## config.mk

```make
export PLATFORM = sky130hd
export DESIGN_NAME = fifo_wr_strobe_master
export DESIGN_NICKNAME = d
export VERILOG_FILES = /design/src/rtl/fifo_wr_pkg.sv /design/src/rtl/fifo_wr_sync.sv /design/src/rtl/fifo_wr_ctrl.sv /design/src/rtl/fifo_wr_datapath.sv /design/src/rtl/fifo_wr_strobe_master.sv
export SDC_FILE = /design/constraint.sdc
export NUM_CORES = 1
export LEC_CHECK = 0
export BUFFER_PORTS_ARGS = -buffer_cell sky130_fd_sc_hd__buf_2
export CORE_MARGIN = 1
export CORE_UTILIZATION = 45
export CTS_CLUSTER_SIZE = 25
export DETAILED_ROUTE_END_ITERATION = 10
export GPL_TIMING_DRIVEN = 0
export PLACE_DENSITY = 0.85
export SYNTH_ARGS = -nofsm -noshare
export SYNTH_HDL_FRONTEND = slang
export SYNTH_SLANG_ARGS = --single-unit
```

## constraint.sdc

```tcl
create_clock -name clk -period 2 [get_ports clk]
set_input_delay 0.6 -clock clk [delete_from_list [all_inputs] [get_ports clk]]
set_output_delay 0.6 -clock clk [all_outputs]
set_load 0.02 [all_outputs]
```

## src/rtl/fifo_wr_pkg.sv

```systemverilog
`timescale 1ns/1ps
package fifo_wr_pkg;

  typedef enum logic [2:0] {
    ST_IDLE, ST_SETUP, ST_LOW, ST_HOLD, ST_PEND, ST_WAIT
  } wrState_t;

  // strobes from the sequencer to the pin registers
  typedef struct packed {
    logic loadData;
    logic wrLow;
    logic wrHigh;
    logic peLow;
    logic peHigh;
  } wrCtl_t;

  function automatic int nsToCycles(input int ns, input int mhz);
    return (ns * mhz + 999) / 1000;
  endfunction

  function automatic int maxInt(input int a, input int b);
    return (a > b) ? a : b;
  endfunction

endpackage

```

## src/rtl/fifo_wr_sync.sv

```systemverilog
`timescale 1ns/1ps
module fifo_wr_sync #(
  parameter int STAGES = 2,
  parameter logic RESET_VAL = 1'b1
) (
  input  logic clk,
  input  logic rstN,
  input  logic asyncIn,
  output logic syncOut
);
  logic [STAGES-1:0] stage;

  generate
    if (STAGES == 1) begin : g_one
      always_ff @(posedge clk or negedge rstN)
        if (!rstN) stage <= RESET_VAL;
        else       stage <= asyncIn;
    end else begin : g_many
      always_ff @(posedge clk or negedge rstN)
        if (!rstN) stage <= {STAGES{RESET_VAL}};
        else       stage <= {stage[STAGES-2:0], asyncIn};
    end
  endgenerate

  assign syncOut = stage[STAGES-1];
endmodule

```

## src/rtl/fifo_wr_ctrl.sv

```systemverilog
`timescale 1ns/1ps
module fifo_wr_ctrl
  import fifo_wr_pkg::*;
#(
  parameter int SETUP_CYC = 1,
  parameter int LOW_CYC   = 5,
  parameter int HOLD_CYC  = 1,
  parameter int WAIT_CYC  = 9,
  parameter int CNT_W     = 4
) (
  input  logic   clk,
  input  logic   rstN,
  input  logic   inValid,
  input  logic   inLast,
  input  logic   notFull,
  output logic   inReady,
  output wrCtl_t ctl
);
  localparam logic [CNT_W-1:0] SETUP_LD = CNT_W'(SETUP_CYC - 1);
  localparam logic [CNT_W-1:0] LOW_LD   = CNT_W'(LOW_CYC - 1);
  localparam logic [CNT_W-1:0] HOLD_LD  = CNT_W'(HOLD_CYC - 1);
  localparam logic [CNT_W-1:0] WAIT_LD  = CNT_W'(WAIT_CYC - 1);

  wrState_t         state, nxtState;
  logic [CNT_W-1:0] cnt, nxtCnt;
  logic             lastPend;
  logic             cntDone;

  assign cntDone = (cnt == '0);
  assign inReady = (state == ST_IDLE) && notFull;

  always_comb begin
    nxtState = state;
    nxtCnt   = cntDone ? cnt : cnt - 1'b1;
    ctl      = '0;
    unique case (state)
      ST_IDLE: if (inValid && inReady) begin
        ctl.loadData = 1'b1;
        nxtState     = ST_SETUP;
        nxtCnt       = SETUP_LD;
      end
      ST_SETUP: if (cntDone) begin
        ctl.wrLow = 1'b1;
        nxtState  = ST_LOW;
        nxtCnt    = LOW_LD;
      end
      ST_LOW: if (cntDone) begin
        ctl.wrHigh = 1'b1;
        nxtState   = ST_HOLD;
        nxtCnt     = HOLD_LD;
      end
      ST_HOLD: if (cntDone) begin
        if (lastPend) begin
          ctl.peLow = 1'b1;
          nxtState  = ST_PEND;
          nxtCnt    = LOW_LD;
        end else begin
          nxtState = ST_WAIT;
          nxtCnt   = WAIT_LD;
        end
      end
      ST_PEND: if (cntDone) begin
        ctl.peHigh = 1'b1;
        nxtState   = ST_WAIT;
        nxtCnt     = WAIT_LD;
      end
      ST_WAIT: if (cntDone) nxtState = ST_IDLE;
      default: nxtState = ST_IDLE;
    endcase
  end

  always_ff @(posedge clk or negedge rstN) begin
    if (!rstN) begin
      state    <= ST_IDLE;
      cnt      <= '0;
      lastPend <= 1'b0;
    end else begin
      state <= nxtState;
      cnt   <= nxtCnt;
      if (ctl.loadData)   lastPend <= inLast;
      else if (ctl.peLow) lastPend <= 1'b0;
    end
  end

  // an accept closes the ready window for the following cycle
  assert_one_word_per_seq_R6: assert property (@(posedge clk) disable iff (!rstN)
    (inValid && inReady) |=> !inReady);

  // every strobe fall is preceded by a completed setup phase
  assert_fall_after_setup_R2: assert property (@(posedge clk) disable iff (!rstN)
    ctl.wrLow |-> (state == ST_SETUP) && cntDone);
endmodule

```

## src/rtl/fifo_wr_datapath.sv

```systemverilog
`timescale 1ns/1ps
module fifo_wr_datapath
  import fifo_wr_pkg::*;
#(
  parameter int DATA_W  = 16,
  parameter int LOW_CYC = 5,
  parameter int RUN_W   = 4
) (
  input  logic              clk,
  input  logic              rstN,
  input  wrCtl_t            ctl,
  input  logic [DATA_W-1:0] inData,
  output logic [DATA_W-1:0] fifoData,
  output logic              fifoWrN,
  output logic              fifoPktEndN
);
  logic [RUN_W-1:0] lowRun;

  always_ff @(posedge clk or negedge rstN) begin
    if (!rstN) begin
      fifoData    <= '0;
      fifoWrN     <= 1'b1;
      fifoPktEndN <= 1'b1;
      lowRun      <= '0;
    end else begin
      if (ctl.loadData) fifoData <= inData;
      if (ctl.wrLow)       fifoWrN <= 1'b0;
      else if (ctl.wrHigh) fifoWrN <= 1'b1;
      if (ctl.peLow)       fifoPktEndN <= 1'b0;
      else if (ctl.peHigh) fifoPktEndN <= 1'b1;
      if (ctl.wrLow)       lowRun <= '0;
      else if (!fifoWrN)   lowRun <= lowRun + 1'b1;
    end
  end

  assert_data_stable_low_R4: assert property (@(posedge clk) disable iff (!rstN)
    (!fifoWrN || $rose(fifoWrN)) |-> $stable(fifoData));

  assert_low_width_R3: assert property (@(posedge clk) disable iff (!rstN)
    $rose(fifoWrN) |-> (lowRun == RUN_W'(LOW_CYC)));

  assert_pktend_apart_R8: assert property (@(posedge clk) disable iff (!rstN)
    !(!fifoWrN && !fifoPktEndN));
endmodule

```

## src/rtl/fifo_wr_strobe_master.sv

```systemverilog
`timescale 1ns/1ps
module fifo_wr_strobe_master
  import fifo_wr_pkg::*;
#(
  parameter int CLK_MHZ     = 100,
  parameter int DATA_W      = 16,
  parameter int SETUP_NS    = 10,
  parameter int LOW_NS      = 50,
  parameter int HIGH_NS     = 70,
  parameter int HOLD_NS     = 10,
  parameter int FLAG_NS     = 70,
  parameter int SYNC_STAGES = 2
) (
  input  logic              clk,
  input  logic              rstN,
  input  logic              inValid,
  output logic              inReady,
  input  logic [DATA_W-1:0] inData,
  input  logic              inLast,
  input  logic              fifoFullN,
  output logic [DATA_W-1:0] fifoData,
  output logic              fifoWrN,
  output logic              fifoPktEndN
);
  localparam int SETUP_CYC = maxInt(1, nsToCycles(SETUP_NS, CLK_MHZ));
  localparam int LOW_CYC   = maxInt(1, nsToCycles(LOW_NS, CLK_MHZ));
  localparam int HIGH_CYC  = nsToCycles(HIGH_NS, CLK_MHZ);
  localparam int HOLD_CYC  = maxInt(1, nsToCycles(HOLD_NS, CLK_MHZ));
  localparam int FLAG_CYC  = nsToCycles(FLAG_NS, CLK_MHZ);
  // flag window counted from the strobe rise, synchronizer included;
  // also stretched so that the high width is met on back-to-back words
  localparam int WAIT_CYC  = maxInt(1, maxInt(FLAG_CYC + SYNC_STAGES - HOLD_CYC,
                                               HIGH_CYC - 1 - SETUP_CYC - HOLD_CYC));
  localparam int MAX_LD    = maxInt(maxInt(SETUP_CYC, LOW_CYC), maxInt(HOLD_CYC, WAIT_CYC));
  localparam int CNT_W     = $clog2(MAX_LD + 1);
  localparam int RUN_W     = $clog2(LOW_CYC + 2);

  wrCtl_t ctl;
  logic   notFull;

  fifo_wr_sync #(.STAGES(SYNC_STAGES), .RESET_VAL(1'b1)) u_sync (
    .clk(clk), .rstN(rstN), .asyncIn(fifoFullN), .syncOut(notFull));

  fifo_wr_ctrl #(
    .SETUP_CYC(SETUP_CYC), .LOW_CYC(LOW_CYC), .HOLD_CYC(HOLD_CYC),
    .WAIT_CYC(WAIT_CYC), .CNT_W(CNT_W)
  ) u_ctrl (
    .clk(clk), .rstN(rstN), .inValid(inValid), .inLast(inLast),
    .notFull(notFull), .inReady(inReady), .ctl(ctl));

  fifo_wr_datapath #(.DATA_W(DATA_W), .LOW_CYC(LOW_CYC), .RUN_W(RUN_W)) u_dp (
    .clk(clk), .rstN(rstN), .ctl(ctl), .inData(inData),
    .fifoData(fifoData), .fifoWrN(fifoWrN), .fifoPktEndN(fifoPktEndN));

  // synchronized full flag and sequencer must agree: no accept while full
  assert_full_no_accept_R9: assert property (@(posedge clk) disable iff (!rstN)
    !notFull |-> !(inValid && inReady));

  // a strobe fall is always the second step of an accepted word
  assert_strobe_needs_word_R6: assert property (@(posedge clk) disable iff (!rstN)
    $fell(fifoWrN) |-> !inReady);
endmodule

```

==> impl_metrics.tcl <==
set metrics [dict create \
    met2_usage 0.2891 \
    required_ns 1.40 \
    grt-busiest-layer "met2" \
    ys_async_sr_fraction 1.000 \
    start_util 0.4764 \
    cts_sinks 28 \
    first_iter_violations 22 \
    fp.dieW_um 56.27 \
    rr_startpoint "u_ctrl.cnt[0]" \
    n_antenna_cell 0 \
    synthTopCellsByArea "dfrtp_1, mux2_4, dfstp_2" \
    cap_violations 0 \
    grt_pass1_wl_um 4215 \
    synth-adder-area-share 0.02833 \
    ant_nets 0 \
    clockBufferDepth 2 \
    p_leak_nw 0.8228 \
    htreeDepth 1 \
    yosysMostFrequentCell "dfrtp_1" \
    synth_top_area_frac 0.4533 \
    synth_xor_area_frac 0.006610 \
    use_met3 0.01613 \
    power_density_nw_per_um2 1684 \
    pin_count 40 \
    slew_headroom 0.6056 \
    cts_buffers 3 \
    drive_above_1_share 0.5161 \
    cp_cell_sequence "buf_6 -> nor4b_4 -> buf_4" \
    grt_max_degree 29 \
    setup_viol 0 \
    synthMuxAreaShare 0.1662 \
    rrSetupSlack_ns 0.13 \
    synth_top_family_by_area "multiplexers" \
    arrival_ns 1.34 \
    max_freq_mhz 516.5 \
    ys_types 34 \
    outcome "finished, final reports clean" \
    avgViaCountPerCell 5.538 \
    finalWirelength_um 2585 \
    worstReg2RegEnd "u_ctrl.cnt[0]" \
    hp-class "in -> async" \
    die_height_um 56.27 \
    syn_inst 106 \
    fin_skew_ns 0.004664 \
    cpPeakStageDelay_ns 0.40 \
    setup_slack_ns 0.06387 \
    drc 0 \
    syn2layout_area_growth_pct 26.72 \
    final_nets 180 \
    wire_per_inst_um 13.90 \
    syn_avg_cell_area_sq_um 12.50 \
    cp_slowest_cell "dfrtp_1" \
    critPathKind "reg -> out" \
    yosysSeqAreaShare 0.5326 \
    syn-num-nets 130 \
    synth_commonest_cells "dfrtp_1, mux2_2, mux2_4" \
    clk_pin_slew_ns 0.15 \
    ys_ff_latch 28 \
    whs_ns 0.2534 \
    peakVddDrop_mv 1.028 \
    synth_top_area_cell "dfrtp_1" \
    clock-root-buffer "clkbuf_4" \
    grt_pass1_vias 984 \
    place_hpwl_um 1838 \
    num_rows 19 \
    overflow 0 \
    core_sq_um 2781 \
    synthFlopType "dfrtp_1" \
    yosys_warnings 0 \
    vias 1030 \
    clk_latency_ns 0.32 \
    gp_congestion 0.8643 \
    synth_edf_count 0 \
    die_area_sq_um 3166 \
    slew_viol_final 0 \
    synth-compound-area-share 0.1067 \
    syn-cell-area_sq_um 1325 \
    r2r_cells 7 \
    worst_pin_slew_ns 0.5915 \
    crit_start "u_ctrl.state[0]" \
    cts_tree "built" \
    start_kind "register" \
    antenna_found_initial 0 \
    cp_max_fo 9 \
    fin_crit_ns 1.936 \
    fin_crit_sh 0.9681 \
    track_usage 0.1688 \
    hold_viol 0 \
    portBuffers 39 \
    end_kind "output port" \
    dp_slack_ns -0.1784 \
    firstDrtPassIters 4 \
    yosys.area_share.simple 0.1190 \
    use_met1 0.2188 \
]
## layout make-up
| type | count | area, sq um |
|---|---|---|
| Multi-Input combinational cell | 68 | 585.6 |
| Sequential cell | 28 | 705.7 |
| Tap cell | 31 | 38.79 |
| Clock inverter | 1 | 30.03 |
| Buffer | 4 | 31.28 |
| Fill cell | 227 | 1102 |
| Timing Repair Buffer | 45 | 242.7 |
| Inverter | 6 | 22.52 |
| Clock buffer | 3 | 22.52 |
## flip-flops by register name, summed over array words and instances (netlist names)
name / count
u_ctrl.cnt: 4
u_ctrl.lastPend: 1
u_ctrl.state: 3
u_dp.fifoData: 16
u_dp.fifoPktEndN: 1
u_dp.fifoWrN: 1
u_sync.stage: 2
## cells by family after synthesis
kind of cell,Yosys count
AOI/OAI and AO/OA,22
xor gates and xnor gates,1
adders and majority gates,3
buffers and inverters,10
DFF,28
muxes,17
and+or+nand+nor,25
## routing by layer
layer  share of wire  vias up
li1                -      487
met4          0.0077        0
met2            0.52       42
met5               0        -
met3           0.045        2
met1            0.43      499
## power by group
| part | internal [mW] | switching, mW |
|---|---|---|
| Combinational | 0.673 | 0.788 |
| Sequential | 0.828 | 0.173 |
| Clock | 0.203 | 0.163 |
## layout by cell type (no fill, tap or decap), drive strengths merged, types with 2 or more instances in the layout
cell	netlist	final
nor3	3	3
nor2b	2	2
buf	3	48
clkbuf	1	4
o21ai	6	6
nand2	7	7
a21oi	5	5
nor4b	2	2
nor3b	2	2
dfstp	4	4
a31oi	2	2
nand3	4	4
mux2	16	16
ha	3	3
a211oi	2	2
nor2	3	3
inv	6	6
dfrtp	24	24
## worst max path at each step
stage / to / slack (ns)
2_1_floorplan: u_ctrl.cnt[0] / 0.12
3_3_place_gp: u_ctrl.cnt[0] / -0.11
3_5_place_dp: u_ctrl.cnt[0] / -0.18
4_1_cts: inReady / 0.01
5_1_grt: u_ctrl.cnt[0] / -0.02
6_report: inReady / 0.06
## worst max-delay path: cells and delay by family, from the launching register on
kind | cells | cell delay [ns]
buf+inv | 2 | 0.33
flops | 1 | 0.40
simple gates | 1 | 0.28
## stage by stage
stage                     TNS (ns)  instances  area, sq um    util  power (mW)
final                            0        186         1679  0.6037       2.828
after global routing      -0.01946        186         1679  0.6037       3.019
after CTS                        0        181         1628  0.5852       2.741
after detailed placement   -0.1784        176         1559  0.5605       2.336
after global placement     -0.1100        176         1559  0.5605       2.270
after floorplan                  0        106         1325       -       1.966
## timing repair
action	CTS	global route
resized for setup	3	3
endpoints found under the setup margin	2	2
pin swaps	2	1
setup buffers	1	5
hold buffers	0	0
Power figures use the tool's default switching activity.
